<file path="src/rtl/hl_pkg.sv">
package hl_pkg;
  localparam int HL_CNT_W     = 8;
  localparam int HL_CNT_BASE  = 1;
  localparam int HL_CNT_TOP   = 207;
  localparam int HL_PORCH_BIT = 4;
  localparam int HL_ROW_W     = 3;
  localparam int HL_SYNC_STG  = 2;
endpackage

</file>
<file path="src/rtl/hl_rst_sync.sv">
module hl_rst_sync #(
  parameter int STAGES = hl_pkg::HL_SYNC_STG
) (
  input  logic clk,
  input  logic rst_n,
  output logic rst_q_n
);
  logic [STAGES-1:0] stg_q;
  logic [STAGES-1:0] stg_d;

  generate
    if (STAGES == 1) begin : g_one
      always_comb stg_d = 1'b1;
    end else begin : g_many
      always_comb stg_d = {stg_q[STAGES-2:0], 1'b1};
    end
  endgenerate

  always_ff @(posedge clk or negedge rst_n) begin
    if (!rst_n) stg_q <= '0;
    else        stg_q <= stg_d;
  end

  assign rst_q_n = stg_q[STAGES-1];
endmodule

</file>
<file path="src/rtl/hl_hcount.sv">
module hl_hcount #(
  parameter int CNT_W     = hl_pkg::HL_CNT_W,
  parameter int CNT_BASE  = hl_pkg::HL_CNT_BASE,
  parameter int CNT_TOP   = hl_pkg::HL_CNT_TOP,
  parameter int PORCH_BIT = hl_pkg::HL_PORCH_BIT
) (
  input  logic             clk,
  input  logic             rst_q_n,
  input  logic             hold,
  output logic [CNT_W-1:0] cnt,
  output logic             sync_act,
  output logic             sync_end,
  output logic             porch
);
  localparam logic [CNT_W-1:0] BASE_V = CNT_W'(CNT_BASE);
  localparam logic [CNT_W-1:0] TOP_V  = CNT_W'(CNT_TOP);

  logic [CNT_W-1:0] cnt_q;
  logic [CNT_W-1:0] cnt_d;
  logic             cnt_en;
  logic             at_top;
  logic             sync_nx;

  always_comb begin
    at_top = (cnt_q == TOP_V);
    cnt_en = 1'b1;
    if (hold || at_top) cnt_d = BASE_V;
    else                cnt_d = cnt_q + CNT_W'(1);
  end

  always_ff @(posedge clk or negedge rst_q_n) begin
    if (!rst_q_n)    cnt_q <= BASE_V;
    else if (cnt_en) cnt_q <= cnt_d;
  end

  always_comb begin
    sync_act = cnt_q[CNT_W-1] & cnt_q[CNT_W-2];
    sync_nx  = cnt_d[CNT_W-1] & cnt_d[CNT_W-2];
    sync_end = sync_act & ~sync_nx;
    porch    = ~|cnt_q[CNT_W-1:PORCH_BIT];
  end

  assign cnt = cnt_q;
endmodule

</file>
<file path="src/rtl/hl_line_ctr.sv">
module hl_line_ctr #(
  parameter int ROW_W = hl_pkg::HL_ROW_W
) (
  input  logic             clk,
  input  logic             rst_q_n,
  input  logic             vsync_n,
  input  logic             advance,
  input  logic             refresh,
  output logic [ROW_W-1:0] line_val,
  output logic [ROW_W-1:0] row_addr,
  output logic             row_oe
);
  logic [ROW_W-1:0] line_q;
  logic [ROW_W-1:0] line_d;
  logic             line_en;

  always_comb begin
    line_en = advance | ~vsync_n;
    if (!vsync_n) line_d = '0;
    else          line_d = line_q + ROW_W'(1);
  end

  always_ff @(posedge clk or negedge rst_q_n) begin
    if (!rst_q_n)     line_q <= '0;
    else if (line_en) line_q <= line_d;
  end

  always_comb begin
    row_oe   = refresh;
    row_addr = refresh ? line_q : '0;
  end

  assign line_val = line_q;
endmodule

</file>
<file path="src/rtl/hline_timing.sv">
module hline_timing #(
  parameter int CNT_W     = hl_pkg::HL_CNT_W,
  parameter int CNT_BASE  = hl_pkg::HL_CNT_BASE,
  parameter int CNT_TOP   = hl_pkg::HL_CNT_TOP,
  parameter int PORCH_BIT = hl_pkg::HL_PORCH_BIT,
  parameter int ROW_W     = hl_pkg::HL_ROW_W,
  parameter int SYNC_STG  = hl_pkg::HL_SYNC_STG
) (
  input  logic             clk,
  input  logic             rst_n,
  input  logic             hold,
  input  logic             vsync_n,
  input  logic             refresh,
  output logic [CNT_W-1:0] hcount,
  output logic             hsync_n,
  output logic             back_porch,
  output logic             csync_n,
  output logic [ROW_W-1:0] row_addr,
  output logic             row_oe
);
  logic             rst_q_n;
  logic             sync_act;
  logic             sync_end;
  logic             porch;
  logic [ROW_W-1:0] line_val;

  hl_rst_sync #(.STAGES(SYNC_STG)) i_rst (
    .clk(clk), .rst_n(rst_n), .rst_q_n(rst_q_n)
  );

  hl_hcount #(
    .CNT_W(CNT_W), .CNT_BASE(CNT_BASE), .CNT_TOP(CNT_TOP), .PORCH_BIT(PORCH_BIT)
  ) i_hcnt (
    .clk(clk), .rst_q_n(rst_q_n), .hold(hold), .cnt(hcount),
    .sync_act(sync_act), .sync_end(sync_end), .porch(porch)
  );

  hl_line_ctr #(.ROW_W(ROW_W)) i_line (
    .clk(clk), .rst_q_n(rst_q_n), .vsync_n(vsync_n), .advance(sync_end),
    .refresh(refresh), .line_val(line_val), .row_addr(row_addr), .row_oe(row_oe)
  );

  always_comb begin
    hsync_n    = ~sync_act;
    back_porch = porch;
    csync_n    = ~sync_act & vsync_n;
  end
endmodule

</file>
<file path="config.mk">
export PLATFORM = sky130hd
export DESIGN_NAME = hline_timing
export DESIGN_NICKNAME = d
export VERILOG_FILES = /design/src/rtl/hl_pkg.sv /design/src/rtl/hl_rst_sync.sv /design/src/rtl/hl_hcount.sv /design/src/rtl/hl_line_ctr.sv /design/src/rtl/hline_timing.sv
export SDC_FILE = /design/constraint.sdc
export NUM_CORES = 1
export LEC_CHECK = 0
export ABC_CLOCK_PERIOD_IN_PS = 2700
export BUFFER_PORTS_ARGS = -buffer_cell sky130_fd_sc_hd__buf_4
export CAP_MARGIN = 20
export CELL_PAD_IN_SITES_DETAIL_PLACEMENT = 0
export CELL_PAD_IN_SITES_GLOBAL_PLACEMENT = 1
export CORE_MARGIN = 1
export CORE_UTILIZATION = 35
export DETAILED_ROUTE_END_ITERATION = 12
export GPL_ROUTABILITY_DRIVEN = 0
export GPL_TIMING_DRIVEN = 0
export PLACE_DENSITY_LB_ADDON = 0.1
export REMOVE_ABC_BUFFERS = 1
export SLEW_MARGIN = 25
export SYNTH_ARGS = -nofsm -noshare
export SYNTH_HDL_FRONTEND = slang
export SYNTH_SLANG_ARGS = --single-unit
</file>
<file path="constraint.sdc">
create_clock -name clk -period 2.7 [get_ports clk]
set_input_delay 0.54 -clock clk [delete_from_list [all_inputs] [get_ports clk]]
set_output_delay 0.54 -clock clk [all_outputs]
set_load 0.02 [all_outputs]
</file>
-- Word level (Yosys, flattened, before mapping)
Cells that the tools add are included.
- register bits after elaboration: 13
- input bits: 5
- logic and storage cells: 20
- add/sub/neg operators: 2
- equality and inequality tests: 1
- multiplexer cells: 3
- bitwise gates (word level): 8
- reduce and logical (&&, ||, !) cells: 3
- operator list (cell ; number):
    $add 8x1->8 const B ; 1
    $eq 8x8->1 const B ; 1
    $mux 8 ; 1
    $mux 3 ; 2
    $and 1x1->1 ; 4
    $reduce_or 4->1 ; 1
    $add 3x1->3 const B ; 1
    $not 1->1 ; 3
    $logic_not 1->1 ; 1
    $logic_or 1x1->1 ; 1
    $or 1x1->1 ; 1

-- Depth between registers and ports, before layout
- word-level depth: 7
- depth in mapped cells: 6
- depth with buffers taken out: 5

-- Hierarchy
Synthesis repeated with hierarchy kept, for this count alone.
- cell total of the unflattened synthesis: 65
- area, all modules: 659.4 um^2
- modules (own cells, without submodules) (module ; instances ; cells each ; area an instance (um^2)):
    hl_hcount ; 1 ; 44 ; 426.7
    hl_line_ctr ; 1 ; 16 ; 168.9
    hl_rst_sync ; 1 ; 3 ; 53.8
    hline_timing ; 1 ; 2 ; 10.0

-- Worst setup path before layout
Ideal clock, no wire load.
- path kind: register to output
- from: register i_hcnt.cnt_q[5] (netlist: i_hcnt.cnt[5])
- to: output port back_porch
- data arrival time: 1.346 ns
- required time: 2.160 ns
- setup slack: 0.814 ns
- stages on the path, launching flop included: 3
- path buffers: 1
- cell sequence: dfrtp_1 clkbuf_4 nor4_1
- word-level cells in the longest chain between the ends: 2
- RTL lines (what ; RTL line ; RTL):
    start: declaration ; hl_hcount.sv:18 ; logic [CNT_W-1:0] cnt_q;
    start signal: assignment ; hl_hcount.sv:33 ; else if (cnt_en) cnt_q <= cnt_d;
    $reduce_or 4->1 ; hl_hcount.sv:40 ; porch = ~|cnt_q[CNT_W-1:PORCH_BIT];
    $logic_not 1->1 ; hl_hcount.sv:40 ;
    end: declaration ; hline_timing.sv:16 ; output logic back_porch,
Every way passes these cells.

-- Final worst setup path
- from: register i_hcnt.cnt_q[6] (netlist: i_hcnt.cnt[6])
- to: output port csync_n
- word-level cells in the longest chain between the ends: 3
- RTL lines (what ; RTL line ; RTL):
    $and 1x1->1 ; hl_hcount.sv:37 ; sync_act = cnt_q[CNT_W-1] & cnt_q[CNT_W-2];
    $not 1->1 ; hline_timing.sv:46 ; csync_n = ~sync_act & vsync_n;
    $and 1x1->1 ; hline_timing.sv:46 ;
    end: declaration ; hline_timing.sv:17 ; output logic csync_n,
Every way passes these cells.

==> impl_metrics.tcl <==
set metrics [dict create \
    synth.avg_cell_area_um2 9.881 \
    min-delay-path-class "in2async" \
    final_worst_path_period_share_pct 81.34 \
    dr.first_iter.drc_count 10 \
    drtAntennaViolNets 0 \
    synth_mux_area_share_pct 0 \
    netlist.top_cell.by_area "sky130_fd_sc_hd__dfrtp_1" \
    crit_path_dat_ns 1.66 \
    synthAdderAreaFrac_pct 3.247 \
    final-instance-count-excl-fill 123 \
    design.core.area_um2 2022 \
    synth_cell_area_um2 770.7 \
    grt_start_max_net_pins 12 \
    postPlaceCellArea_um2 904.6 \
    synth_top_family_by_area "simple AND/OR/NAND/NOR gates" \
    start_util_pct 38.12 \
    cts_max_path_buffers 2 \
    hold_vio_cnt_final 0 \
    grt_first_pass_wirelength_um 2760 \
    post-synth-top-area-fraction_pct 38.96 \
    ys.warnings.count 0 \
    synth_cell_types 35 \
    peakVddDrop_mv 0.2821 \
    final.fill_count 223 \
    clkLatencyLatePin_ns 0.27 \
    outcome "finished clean" \
    cts_max_level 1 \
    setup_viol_count_final 0 \
    drt-wirelength-per-cell_um 12.60 \
    maxCapViolCount 0 \
    critPathLaunchType "register" \
    synth_compound_gate_area_share_pct 15.42 \
    overflow 0 \
    design.final.nets 104 \
    drtPass1Iterations 4 \
    cts_buffers 3 \
    worstPathRequired_ns 2.16 \
    non_filler_cell_area_final_um2 930.9 \
    synthToLayoutAreaGrowth_pct 20.78 \
    synth_area_leaders "sky130_fd_sc_hd__dfrtp_1 39%, sky130_fd_sc_hd__and2_1 4.1%, sky130_fd_sc_hd__nor2_1 3.9%" \
    synthArstFlopShare_pct 100.0 \
    antenna_found_initial 0 \
    drive_above_1_share_pct 31.25 \
    dp_cells 119 \
    cts_sinks 13 \
    vias_per_cell 5.179 \
    synth-edff-count 0 \
    detail_route.wirelength_um 1550 \
    tritoncts "done" \
    groute.usage.overall_pct 15.16 \
    ys_seq_area_share_pct 42.37 \
    synth_simple_gate_area_share_pct 27.44 \
    worst-path-max-fanout 8 \
    insertedDiodeCount 0 \
    fp.dieArea_um2 2394 \
    clockRootBuffer "sky130_fd_sc_hd__clkbuf_4" \
    drc_errors 0 \
    die_h_um 48.93 \
    fmaxAchievable_mhz 455.4 \
    synth.ff_latch_count 13 \
    number_of_hold_buffers_added_after_cts 0 \
    synth_top_flop_cell "sky130_fd_sc_hd__dfrtp_1" \
    yosys.area_share.xor_xnor_pct 4.545 \
    worstSetupPathType "reg2out" \
    worst_clock_skew_ns 0.001591 \
    routed-via-count 637 \
    cts.clk_slew.worst_paths_ns 0.08 \
    netlist_top_cells_count "12 x sky130_fd_sc_hd__dfrtp_1, 8 x sky130_fd_sc_hd__nor2_1, 6 x sky130_fd_sc_hd__nand2_1" \
    row_count 16 \
    finalCriticalPeriod_ns 2.196 \
    cts.repair_timing.setup_buffer_count 0 \
    die_width_um 48.93 \
    hpwl_um 1133 \
    first_global_vias 604 \
    power.leakage_uw 0.0004252 \
    post-synth-top-count-cell "sky130_fd_sc_hd__dfrtp_1" \
    synthesis.instances 78 \
    power_per_cell_area_nw_per_um2 445.0 \
    io-pin-count 20 \
    timing.setup.tns_ns 0 \
    place.port_buffers 19 \
    drv_slew 0 \
    rsz_0062_raised_after_global_routing "no" \
    postCtsResizedCells 0 \
    setup.worst_path.end_class "primary output" \
]
registers in the layout, indices dropped and copies added, names as in the netlist:
name / flops
i_hcnt.cnt: 8
i_line.line_val: 3
i_rst.stg_q: 2
cell type report:
type / instances / area, um2 / share of cell area, %
Clock buffer: 4 / 26.28 / 2.823
Inverter: 2 / 7.507 / 0.8065
Multi-Input combinational cell: 58 / 394.1 / 42.34
Sequential cell: 13 / 326.6 / 35.08
Tap cell: 27 / 33.78 / 3.629
Timing Repair Buffer: 19 / 142.6 / 15.32
worst paths after layout:
kind | slack [ns] | to | from | cells after the start
worst max-delay path | 0.50 | csync_n | i_hcnt.cnt[6] | 4
worst min-delay path | 0.04 | i_rst.stg_q[0] | rst_n | 1
worst max register to register | 0.76 | i_line.line_val[2] | i_hcnt.cnt[0] | 5
worst min register to register | 0.19 | i_hcnt.cnt[6] | i_rst.stg_q[1] | 0
max in group asynchronous | 2.17 | i_hcnt.cnt[0] | i_rst.stg_q[1] | 0
min in group clk | 0.35 | i_rst.stg_q[1] | i_rst.stg_q[0] | 0
report_power, final:
part           internal, uW  leakage (uW)  total, uW  switching [uW]
clock network          57.2     0.0000150        116            59.1
logic                  38.2      0.000239       77.7            39.5
registers               205      0.000171        220            15.5
total                   300      0.000425        414             114
cell usage in the layout (no fill, tap or decap), types with 2 or more instances in the layout:
| cell type | count |
|---|---|
| sky130_fd_sc_hd__inv_1 | 2 |
| sky130_fd_sc_hd__nand2_1 | 6 |
| sky130_fd_sc_hd__and3_1 | 2 |
| sky130_fd_sc_hd__dfrtp_1 | 12 |
| sky130_fd_sc_hd__o311ai_1 | 3 |
| sky130_fd_sc_hd__nor2_1 | 8 |
| sky130_fd_sc_hd__xnor2_1 | 3 |
| sky130_fd_sc_hd__buf_4 | 19 |
| sky130_fd_sc_hd__ha_1 | 2 |
| sky130_fd_sc_hd__clkbuf_4 | 3 |
| sky130_fd_sc_hd__a21oi_1 | 5 |
| sky130_fd_sc_hd__and2_1 | 5 |
| sky130_fd_sc_hd__nand3_1 | 5 |
critical path, cell delays in order, from the launching register on:
cell and delay [ns]:
sky130_fd_sc_hd__dfrtp_1 0.51, sky130_fd_sc_hd__and2_0 0.41, sky130_fd_sc_hd__inv_1 0.13, sky130_fd_sc_hd__and2_1 0.18, sky130_fd_sc_hd__buf_4 0.15
per-stage QoR:
stage	util, %	setup slack [ns]	power (uW)	hold slack [ns]
after floorplan	-	0.8461	266.5	0.1333
after global placement	44.74	0.7883	302.8	0.2098
after detailed placement	44.74	0.7454	303.2	0.2000
after CTS	46.04	0.4589	423.8	0.02384
after global routing	46.04	0.3718	445.2	0.001532
final	46.04	0.5039	414.2	0.03689
kinds of logic (layout without fill, tap and decap cells):
logic type / count (synthesis) / in the layout
AND/OR/NAND/NOR: 37 / 37
AO/OA/AOI/OAI: 14 / 14
flip-flops: 13 / 13
buffers and inverters: 7 / 25
XOR/XNOR: 4 / 4
adder cells (fa/ha/maj): 2 / 2
other: 1 / 1
per-layer routing:
layer,track usage [%],vias up,share of wire [%]
li1,-,312,-
met1,20.90,311,49
met2,22.69,12,46
met3,2.804,2,3.9
met4,7.353,0,0.58
met5,0,-,0
Power figures use the tool's default switching activity.
